File: src/rtl/ilk_pkg.sv
package ilk_pkg;

  typedef enum logic [2:0] {
    OP_IALU   = 3'd0,
    OP_ILOAD  = 3'd1,
    OP_FALU   = 3'd2,
    OP_FLOAD  = 3'd3,
    OP_STORE  = 3'd4,
    OP_BRANCH = 3'd5,
    OP_NOP    = 3'd6
  } op_cls_e;

  typedef enum logic [1:0] {
    PK_IALU  = 2'd0,
    PK_ILOAD = 2'd1,
    PK_FALU  = 2'd2,
    PK_FLOAD = 2'd3
  } prod_e;

  typedef enum logic [1:0] {
    RL_GEN   = 2'd0,
    RL_FP    = 2'd1,
    RL_SDATA = 2'd2,
    RL_BR    = 2'd3
  } role_e;

  localparam int MAX_GAP = 3;
  localparam int AGE_W   = $clog2(MAX_GAP + 1);

  // Intervening cycles a consumer in role r needs after a producer of kind p.
  function automatic logic [AGE_W-1:0] gap_of(prod_e p, role_e r);
    logic [AGE_W-1:0] g;
    case (p)
      PK_IALU:  g = (r == RL_BR) ? AGE_W'(1) : AGE_W'(0);
      PK_ILOAD: g = (r == RL_SDATA) ? AGE_W'(0) : AGE_W'(1);
      PK_FALU:  g = (r == RL_SDATA) ? AGE_W'(2) : AGE_W'(3);
      default:  g = (r == RL_SDATA) ? AGE_W'(0) : AGE_W'(1);
    endcase
    return g;
  endfunction

  function automatic logic writes_reg(logic [2:0] c);
    return (c == OP_IALU) || (c == OP_ILOAD) || (c == OP_FALU) || (c == OP_FLOAD);
  endfunction

  function automatic prod_e kind_of(logic [2:0] c);
    case (c)
      OP_ILOAD: return PK_ILOAD;
      OP_FALU:  return PK_FALU;
      OP_FLOAD: return PK_FLOAD;
      default:  return PK_IALU;
    endcase
  endfunction

endpackage

File: src/rtl/ilk_scoreboard.sv
module ilk_scoreboard
  import ilk_pkg::*;
#(
  parameter int NREG  = 64,
  parameter int IDX_W = 6
) (
  input  logic             clk,
  input  logic             rst,
  input  logic             wr_en,
  input  logic [IDX_W-1:0] wr_idx,
  input  prod_e            wr_kind,
  input  logic [IDX_W-1:0] rd_idx [2],
  output prod_e            rd_kind [2],
  output logic [AGE_W-1:0] rd_age [2]
);

  prod_e            kind_q [NREG];
  logic [AGE_W-1:0] age_q  [NREG];

  for (genvar i = 0; i < NREG; i++) begin : g_ent
    always_ff @(posedge clk) begin
      if (rst) begin
        kind_q[i] <= PK_IALU;
        age_q[i]  <= '1;
      end else if (wr_en && (wr_idx == IDX_W'(i))) begin
        kind_q[i] <= wr_kind;
        age_q[i]  <= '0;
      end else if (age_q[i] != '1) begin
        age_q[i] <= age_q[i] + 1'b1;
      end
    end
  end

  for (genvar s = 0; s < 2; s++) begin : g_rd
    assign rd_kind[s] = kind_q[rd_idx[s]];
    assign rd_age[s]  = age_q[rd_idx[s]];
  end

endmodule

File: src/rtl/ilk_src_gate.sv
module ilk_src_gate
  import ilk_pkg::*;
(
  input  logic             src_en,
  input  role_e            role,
  input  prod_e            kind,
  input  logic [AGE_W-1:0] age,
  output logic             blocked
);

  always_comb begin
    blocked = src_en && (age < gap_of(kind, role));
  end

endmodule

File: src/rtl/ilk_issue_interlock.sv
module ilk_issue_interlock
  import ilk_pkg::*;
#(
  parameter int REGS_PER_FILE = 32,
  parameter int CYC_W         = 16,
  localparam int IDX_W        = $clog2(REGS_PER_FILE) + 1
) (
  input  logic             clk,
  input  logic             rst,
  input  logic             in_valid,
  output logic             in_ready,
  input  logic [2:0]       in_cls,
  input  logic             in_dst_en,
  input  logic [IDX_W-1:0] in_dst,
  input  logic             in_sa_en,
  input  logic [IDX_W-1:0] in_sa,
  input  logic             in_sb_en,
  input  logic [IDX_W-1:0] in_sb,
  output logic             stall,
  output logic             issue,
  output logic [CYC_W-1:0] cycle_count
);

  localparam int NREG = 2 * REGS_PER_FILE;

  logic [IDX_W-1:0] rd_idx  [2];
  prod_e            rd_kind [2];
  logic [AGE_W-1:0] rd_age  [2];
  logic             src_en  [2];
  role_e            role    [2];
  logic [1:0]       blk;
  logic             wr_en;

  // Roles: source A is a store's base address, source B its data.
  always_comb begin
    rd_idx[0] = in_sa;
    rd_idx[1] = in_sb;
    src_en[0] = in_sa_en;
    src_en[1] = in_sb_en;
    case (in_cls)
      OP_FALU:   begin role[0] = RL_FP;  role[1] = RL_FP;    end
      OP_BRANCH: begin role[0] = RL_BR;  role[1] = RL_BR;    end
      OP_STORE:  begin role[0] = RL_GEN; role[1] = RL_SDATA; end
      default:   begin role[0] = RL_GEN; role[1] = RL_GEN;   end
    endcase
  end

  for (genvar s = 0; s < 2; s++) begin : g_src
    ilk_src_gate u_gate (
      .src_en  (src_en[s]),
      .role    (role[s]),
      .kind    (rd_kind[s]),
      .age     (rd_age[s]),
      .blocked (blk[s])
    );
  end

  assign stall    = in_valid && (|blk);
  assign in_ready = !stall;
  assign issue    = in_valid && in_ready;
  assign wr_en    = issue && in_dst_en && writes_reg(in_cls) && (in_dst != '0);

  ilk_scoreboard #(
    .NREG  (NREG),
    .IDX_W (IDX_W)
  ) u_sb (
    .clk     (clk),
    .rst     (rst),
    .wr_en   (wr_en),
    .wr_idx  (in_dst),
    .wr_kind (kind_of(in_cls)),
    .rd_idx  (rd_idx),
    .rd_kind (rd_kind),
    .rd_age  (rd_age)
  );

  always_ff @(posedge clk) begin
    if (rst) cycle_count <= '0;
    else     cycle_count <= cycle_count + 1'b1;
  end

endmodule

File: config.mk
export PLATFORM = sky130hd
export DESIGN_NAME = ilk_issue_interlock
export DESIGN_NICKNAME = d
export VERILOG_FILES = /design/src/rtl/ilk_pkg.sv /design/src/rtl/ilk_scoreboard.sv /design/src/rtl/ilk_src_gate.sv /design/src/rtl/ilk_issue_interlock.sv
export SDC_FILE = /design/constraint.sdc
export NUM_CORES = 1
export LEC_CHECK = 0
export ABC_CLOCK_PERIOD_IN_PS = 5500
export BUFFER_PORTS_ARGS = -buffer_cell sky130_fd_sc_hd__buf_4
export CORE_ASPECT_RATIO = 0.6
export CORE_UTILIZATION = 64
export DETAILED_ROUTE_END_ITERATION = 8
export PLACE_DENSITY_LB_ADDON = 0.08
export SKIP_LAST_GASP = 1
export SYNTH_ARGS = -nofsm -noshare
export SYNTH_HDL_FRONTEND = slang
export SYNTH_SLANG_ARGS = --single-unit
File: constraint.sdc
create_clock -name clk -period 5.5 [get_ports clk]
set_input_delay 0.55 -clock clk [delete_from_list [all_inputs] [get_ports clk]]
set_output_delay 0.55 -clock clk [all_outputs]
set_load 0.1 [all_outputs]
Yosys cells after proc, flatten, opt, wreduce, memory -nomap -nowiden
Memories as Yosys holds them, arrays and structs flattened.
Cells that the tools add are included.
{ "word_totals": {"register_bits": 16, "ramBits": 256, "out_inout_bits": 19, "word_cells": 1133, "mem_count": 2} }
{ "memory_table": {"columns": ["name", "words", "word_bits", "rd", "rd_clocked_by_memory_dff", "wr", "line", "rtl"], "rows": [
  ["u_sb.age_q", 64, 2, 66, 0, 64, "ilk_scoreboard.sv:18", "logic [AGE_W-1:0] age_q [NREG];"],
  ["u_sb.kind_q", 64, 2, 2, 0, 64, "ilk_scoreboard.sv:17", "prod_e kind_q [NREG];"]
]} }
{ "classes": {"addsub": 65, "magnitude_cmp": 2, "n_eq_ne": 138, "n_mux": 652, "bitwise_logic": 192, "reduce_logical": 81} }
{ "op_table": {"columns": ["op", "n"], "rows": [
  ["2-to-1 mux 1 bit", 456],
  ["2-to-1 mux 2 bit", 192],
  ["== test 6 bit (second input constant)", 32],
  ["OR 1 bit", 192],
  ["adder 2 x 1 -> 2 bit (second input constant)", 64],
  ["inequality test 2 bit (second input constant)", 64],
  ["== test 6 x 5 -> 1 bit (second input constant)", 16],
  ["logical AND 1 bit", 71],
  ["== test 6 x 4 -> 1 bit (second input constant)", 8],
  ["== test 6 x 3 -> 1 bit (second input constant)", 4],
  ["adder 16 x 1 -> 16 bit (second input constant)", 1],
  ["== test 2 bit (second input constant)", 6],
  ["== test 6 x 2 -> 1 bit (second input constant)", 2],
  ["case mux 4 bit (3 select lines)", 1],
  ["case mux 2 bit (2 select lines)", 2],
  ["== test 3 x 2 -> 1 bit (second input constant)", 2],
  ["== test 3 bit (second input constant)", 2],
  ["== test 6 x 1 -> 1 bit (second input constant)", 1],
  ["logical NOT 6 bit", 1],
  ["case mux 2 bit (3 select lines)", 1],
  ["nonzero test 6 bit", 1],
  ["logical NOT 2 bit", 2],
  ["< comparator 2 bit", 2],
  ["== test 3 x 1 -> 1 bit (second input constant)", 1],
  ["other kinds (4)", 6]
]} }

Depth between registers and ports, before layout
{ "logic_depth": {"depth_word": 20, "mapped_depth": 21} }

Modules after synthesis
Synthesis repeated with hierarchy kept, for this count alone.
{ "hier_totals": {"hier_cells": 1457, "hier_area_um2": 17362.9} }
{ "modules_own_cells": {"columns": ["module", "instances", "cells_per_inst", "area_each_um2", "seq_area_each_um2"], "rows": [
  ["ilk_scoreboard", 1, 1357, 16470.8, 7687.4],
  ["ilk_issue_interlock", 1, 88, 774.5, 320.3],
  ["ilk_src_gate", 2, 6, 58.8, 0.0]
]} }

Worst setup path before layout
No wires, ideal clock.
{ "synth_path": {"path_type": "input -> output", "from": "input in_sb[0]", "to": "output stall", "arrival_ps": 6392, "t_required_ps": 4950, "slack_ps": -1442, "stages": 18, "n_path_buf": 7, "path_cell_list": "buf_6 > buf_6 > buf_6 > buf_6 > buf_6 > buf_2 > mux4_2 > mux4_2 > mux4_2 > ha_1 > inv_1 > o211a_1 > nand4_1 > nor3_1 > a311oi_1 > a2bb2oi_1 > buf_2 > a21boi_0"} }
{ "synth_between": {"elab_chain_len": 7, "word_cells_on_any_way": 9, "classes_between": "order compare (1); eq/ne (1); mux (1); reduce/logical (4); memory (2)"} }
{ "synth_lines": {"columns": ["item", "line", "rtl"], "rows": [
  ["start: declaration", "ilk_issue_interlock.sv:18", "input logic [IDX_W-1:0] in_sb,"],
  ["memory read (64 x 2 bit)", null, null],
  ["== test 2 bit / logical NOT 2 bit (equally long branches)", "ilk_pkg.sv:33", "case (p)"],
  ["case mux 2 bit (2 select lines)", "ilk_pkg.sv:33", null],
  ["< comparator 2 bit (*)", "ilk_src_gate.sv:12", "blocked = src_en && (age < gap_of(kind, role));"],
  ["logical AND 1 bit (*)", "ilk_src_gate.sv:12", null],
  ["OR reduction 2 bit (*)", "ilk_issue_interlock.sv:58", "assign stall = in_valid && (|blk);"],
  ["logical AND 1 bit (*)", "ilk_issue_interlock.sv:58", null],
  ["end: declaration", "ilk_issue_interlock.sv:19", "output logic stall,"]
]} }
Every way passes the cells marked *; elsewhere a longest branch is shown, timed or not.

Worst setup path in the final report
Ends and elaborated chain as after synthesis.

==> impl_metrics.json <==
{
  "coreArea_um2": 29130,
  "num_vias": 16010,
  "power.leakage_nw": 6.473,
  "antenna_found_initial": 1,
  "ys_warn_count": 0,
  "crit_path_max_fanout": 32,
  "drt-initial-drc-count": 2884,
  "avgSynthCellArea_um2": 11.46,
  "diodes": 0,
  "synth_cell_type_count": 59,
  "finalSetupTns_ns": 0,
  "routed.top_layer": "met5",
  "die_y_um": 136.2,
  "grt_pass1_wl_mm": 94.67,
  "fin_crit_ns": 5.231,
  "cts_tree": "yes",
  "report.final.setup_viol": 0,
  "clk_latency_ns": 0.57,
  "die_x_um": 225.6,
  "synth-main-ff-cell": "edfxtp_1",
  "finalClockSkew_ns": 0.02331,
  "vdd_ir_drop_max_mv": 0.2147,
  "r2r-end": "u_sb.age_q[35][1]",
  "hpwl_mm": 46.18,
  "synthArstFlopShare": 0,
  "antenna_left": 0,
  "grt.overflow.total": 0,
  "cts_resized": 0,
  "row_count": 48,
  "synth_edf_count": 256,
  "post-route-period-util": 0.9511,
  "worstPathArrival_ns": 4.68,
  "hold_buffers": 0,
  "syn2layout_area_growth_pct": 7.701,
  "rsz0062_at_grt": "false",
  "drive_gt1_frac": 0.2620,
  "hold_path_end": "cycle_count[0]",
  "crit_start": "in_sb[0]",
  "cts_max_path_buffers": 3,
  "ff_latch_area_um2": 8008,
  "status": "finished clean",
  "start_util": 0.6593,
  "syn_area_um2": 19200,
  "cts_sinks": 272,
  "finalNetCount": 1723,
  "die-area_um2": 30720,
  "wl_met1_mm": 24.41,
  "firstDrtPassIters": 8,
  "root_buffer": "clkbuf_16",
  "post_drt_wl_per_cell_um": 30.91,
  "maxCapViolCount": 0,
  "htreeDepth": 1,
  "report.final.slew_viol_count": 0,
  "cp-end-kind": "output pin",
  "hold_path_class": "reg -> reg",
  "grt_pass1_vias": 14710,
  "r2r_setup_slack_ns": 0.90,
  "fin_util": 0.7101,
  "rr_worst_depth": 16,
  "synth_seq_area_share": 0.4170,
  "grt_max_degree": 97,
  "hold_viol_final": 0,
  "syn_inst": 1676,
  "hold_start": "cycle_count[0]",
  "routed_wl_mm": 63.33,
  "cts_made_buffers": 27,
  "vias_per_cell": 7.813,
  "slew_headroom": 0.1357,
  "fill_cells": 2092,
  "powerDensity_nw_per_um2": 268.6,
  "worstReg2RegStart": "u_sb.kind_q[7][1]",
  "clkTransAtPathRegs_ns": 0.06,
  "worstHoldPathCells": 1,
  "place.port_buffers": 45,
  "multi_input_area_um2": 10350,
  "gp_congestion": 1.045,
  "drc": 0,
  "tightest_slew_ns": 1.292,
  "cp.required_ns": 4.95,
  "gr-usage-all-layers": 0.4210,
  "dr_wl_met2_mm": 25.10,
  "start_kind": "primary input",
  "post_cts.repair.setup_buffers": 0,
  "fmax_mhz": 191.2,
  "wl_met3_mm": 12.33,
  "boundaryPins": 46,
  "ys_ff_latch": 272,
  "setup.worst_path.class": "in -> out"
}
==> cell usage after synthesis (4+ instances only) <==
library cell / n / share of area
o21ai_1: 5 / 0.0013
buf_6: 26 / 0.015
nor3b_1: 60 / 0.023
or2_2: 7 / 0.0023
a41oi_1: 84 / 0.038
and2_1: 5 / 0.0016
a22oi_1: 24 / 0.0094
or3_1: 6 / 0.0020
a21oi_1: 47 / 0.012
nor3_2: 126 / 0.066
nand3_1: 41 / 0.011
ha_1: 67 / 0.044
buf_2: 27 / 0.0070
nand2_1: 202 / 0.039
nor3_1: 79 / 0.021
a22o_1: 7 / 0.0032
clkbuf_1: 116 / 0.023
buf_1: 8 / 0.0016
dfxtp_1: 16 / 0.017
inv_1: 8 / 0.0016
mux2i_1: 9 / 0.0047
mux4_2: 136 / 0.16
xor2_1: 10 / 0.0046
nor2b_1: 13 / 0.0042
nand4_1: 6 / 0.0020
nand2b_1: 7 / 0.0023
o21ai_0: 63 / 0.016
and3_1: 4 / 0.0013
a221oi_1: 5 / 0.0023
nor4_1: 4 / 0.0013
edfxtp_1: 256 / 0.40
nor2_1: 98 / 0.019
o211ai_1: 65 / 0.025
==> report_power, final <==
| group | total, W | switching (W) | leakage (nW) | internal, W |
|---|---|---|---|---|
| Sequential | 0.00246 | 0.0000910 | 2.47 | 0.00237 |
| Clock | 0.00187 | 0.000854 | 0.433 | 0.00102 |
| Combinational | 0.00122 | 0.000814 | 3.57 | 0.000402 |
| Total | 0.00555 | 0.00176 | 6.47 | 0.00380 |
==> cells by family after synthesis <==
kind of cell	Yosys count	synth area share
buf+inv	187	0.04887
flops	272	0.4170
mux	148	0.1660
fa+ha+maj	67	0.04365
xor+xnor	12	0.005473
compound gates	325	0.1205
simple gates	664	0.1984
other cells	1	0.0001953
==> worst max path at each step <==
stage,endpoint,slack [ns],cells after the start
3_5_place_dp,u_sb.kind_q[33][0],0.17,18
5_1_grt,stall,0.05,18
4_1_cts,stall,0.21,18
6_report,stall,0.27,18
3_3_place_gp,u_sb.kind_q[30][0],0.22,18
2_1_floorplan,issue,0.10,12
==> registers in the layout, summed over array words and instances, names as in the netlist <==
register / flops
u_sb.age_q: 128
cycle_count: 16
u_sb.kind_q: 128
==> routing by layer <==
metal  track usage  up-vias
li1              -     6565
met1        0.6202     7884
met4       0.07974        2
met2        0.5648     1418
met3        0.1965      139
met5             0        -
==> per-stage QoR <==
| stage | total power [W] | setup slack (ns) | instance area [um2] | std cells | hold WS [ns] |
|---|---|---|---|---|---|
| 6_report | 0.005555 | 0.2691 | 20680 | 2049 | 0.4912 |
| 5_1_grt | 0.005678 | 0.04921 | 20680 | 2049 | 0.5166 |
| 4_1_cts | 0.005500 | 0.2101 | 20680 | 2049 | 0.4856 |
| 3_5_place_dp | 0.003677 | 0.1665 | 19810 | 2000 | 0.4747 |
| 3_3_place_gp | 0.003645 | 0.2205 | 19810 | 2000 | 0.4507 |
| 2_1_floorplan | 0.003355 | 0.1011 | 19230 | 1677 | 0.5643 |
==> layout by cell type (no fill, tap or decap), types with 9 or more instances in the layout <==
master,instances
a22oi_1,24
edfxtp_1,256
nor2b_1,11
o21ai_0,63
dfxtp_1,16
nor2_1,98
nor3b_1,59
xor2_1,10
nand2_1,201
buf_12,13
clkbuf_16,30
a21oi_1,47
nor3_1,78
mux4_2,136
ha_1,67
a41oi_1,84
mux2i_1,9
nor3_2,127
nand3_1,41
buf_4,89
o211ai_1,65
==> critical path, stage by stage <==
cell       delay (ns)
buf_4            0.33
buf_12           0.30
buf_4            0.21
mux4_2           0.50
a22o_1           0.21
a221oi_1         0.24
mux4_2           0.32
nand2_1          0.10
ha_1             0.23
inv_1            0.08
o211a_1          0.20
nand4_1          0.10
nor3_1           0.21
a311oi_2         0.16
a2bb2oi_4        0.24
buf_4            0.22
a21boi_4         0.14
buf_4            0.30
==> cell type report <==
cell class                 instances  area share
clock inverter                    13    0.003327
multi-input combinational       1218      0.5004
timing repair buffer             102     0.04489
sequential                       272      0.3872
tap                              400     0.02420
clock buffer                      36     0.03854
inverter                           8    0.001512
No activity file was read; power rests on OpenSTA's default activity.
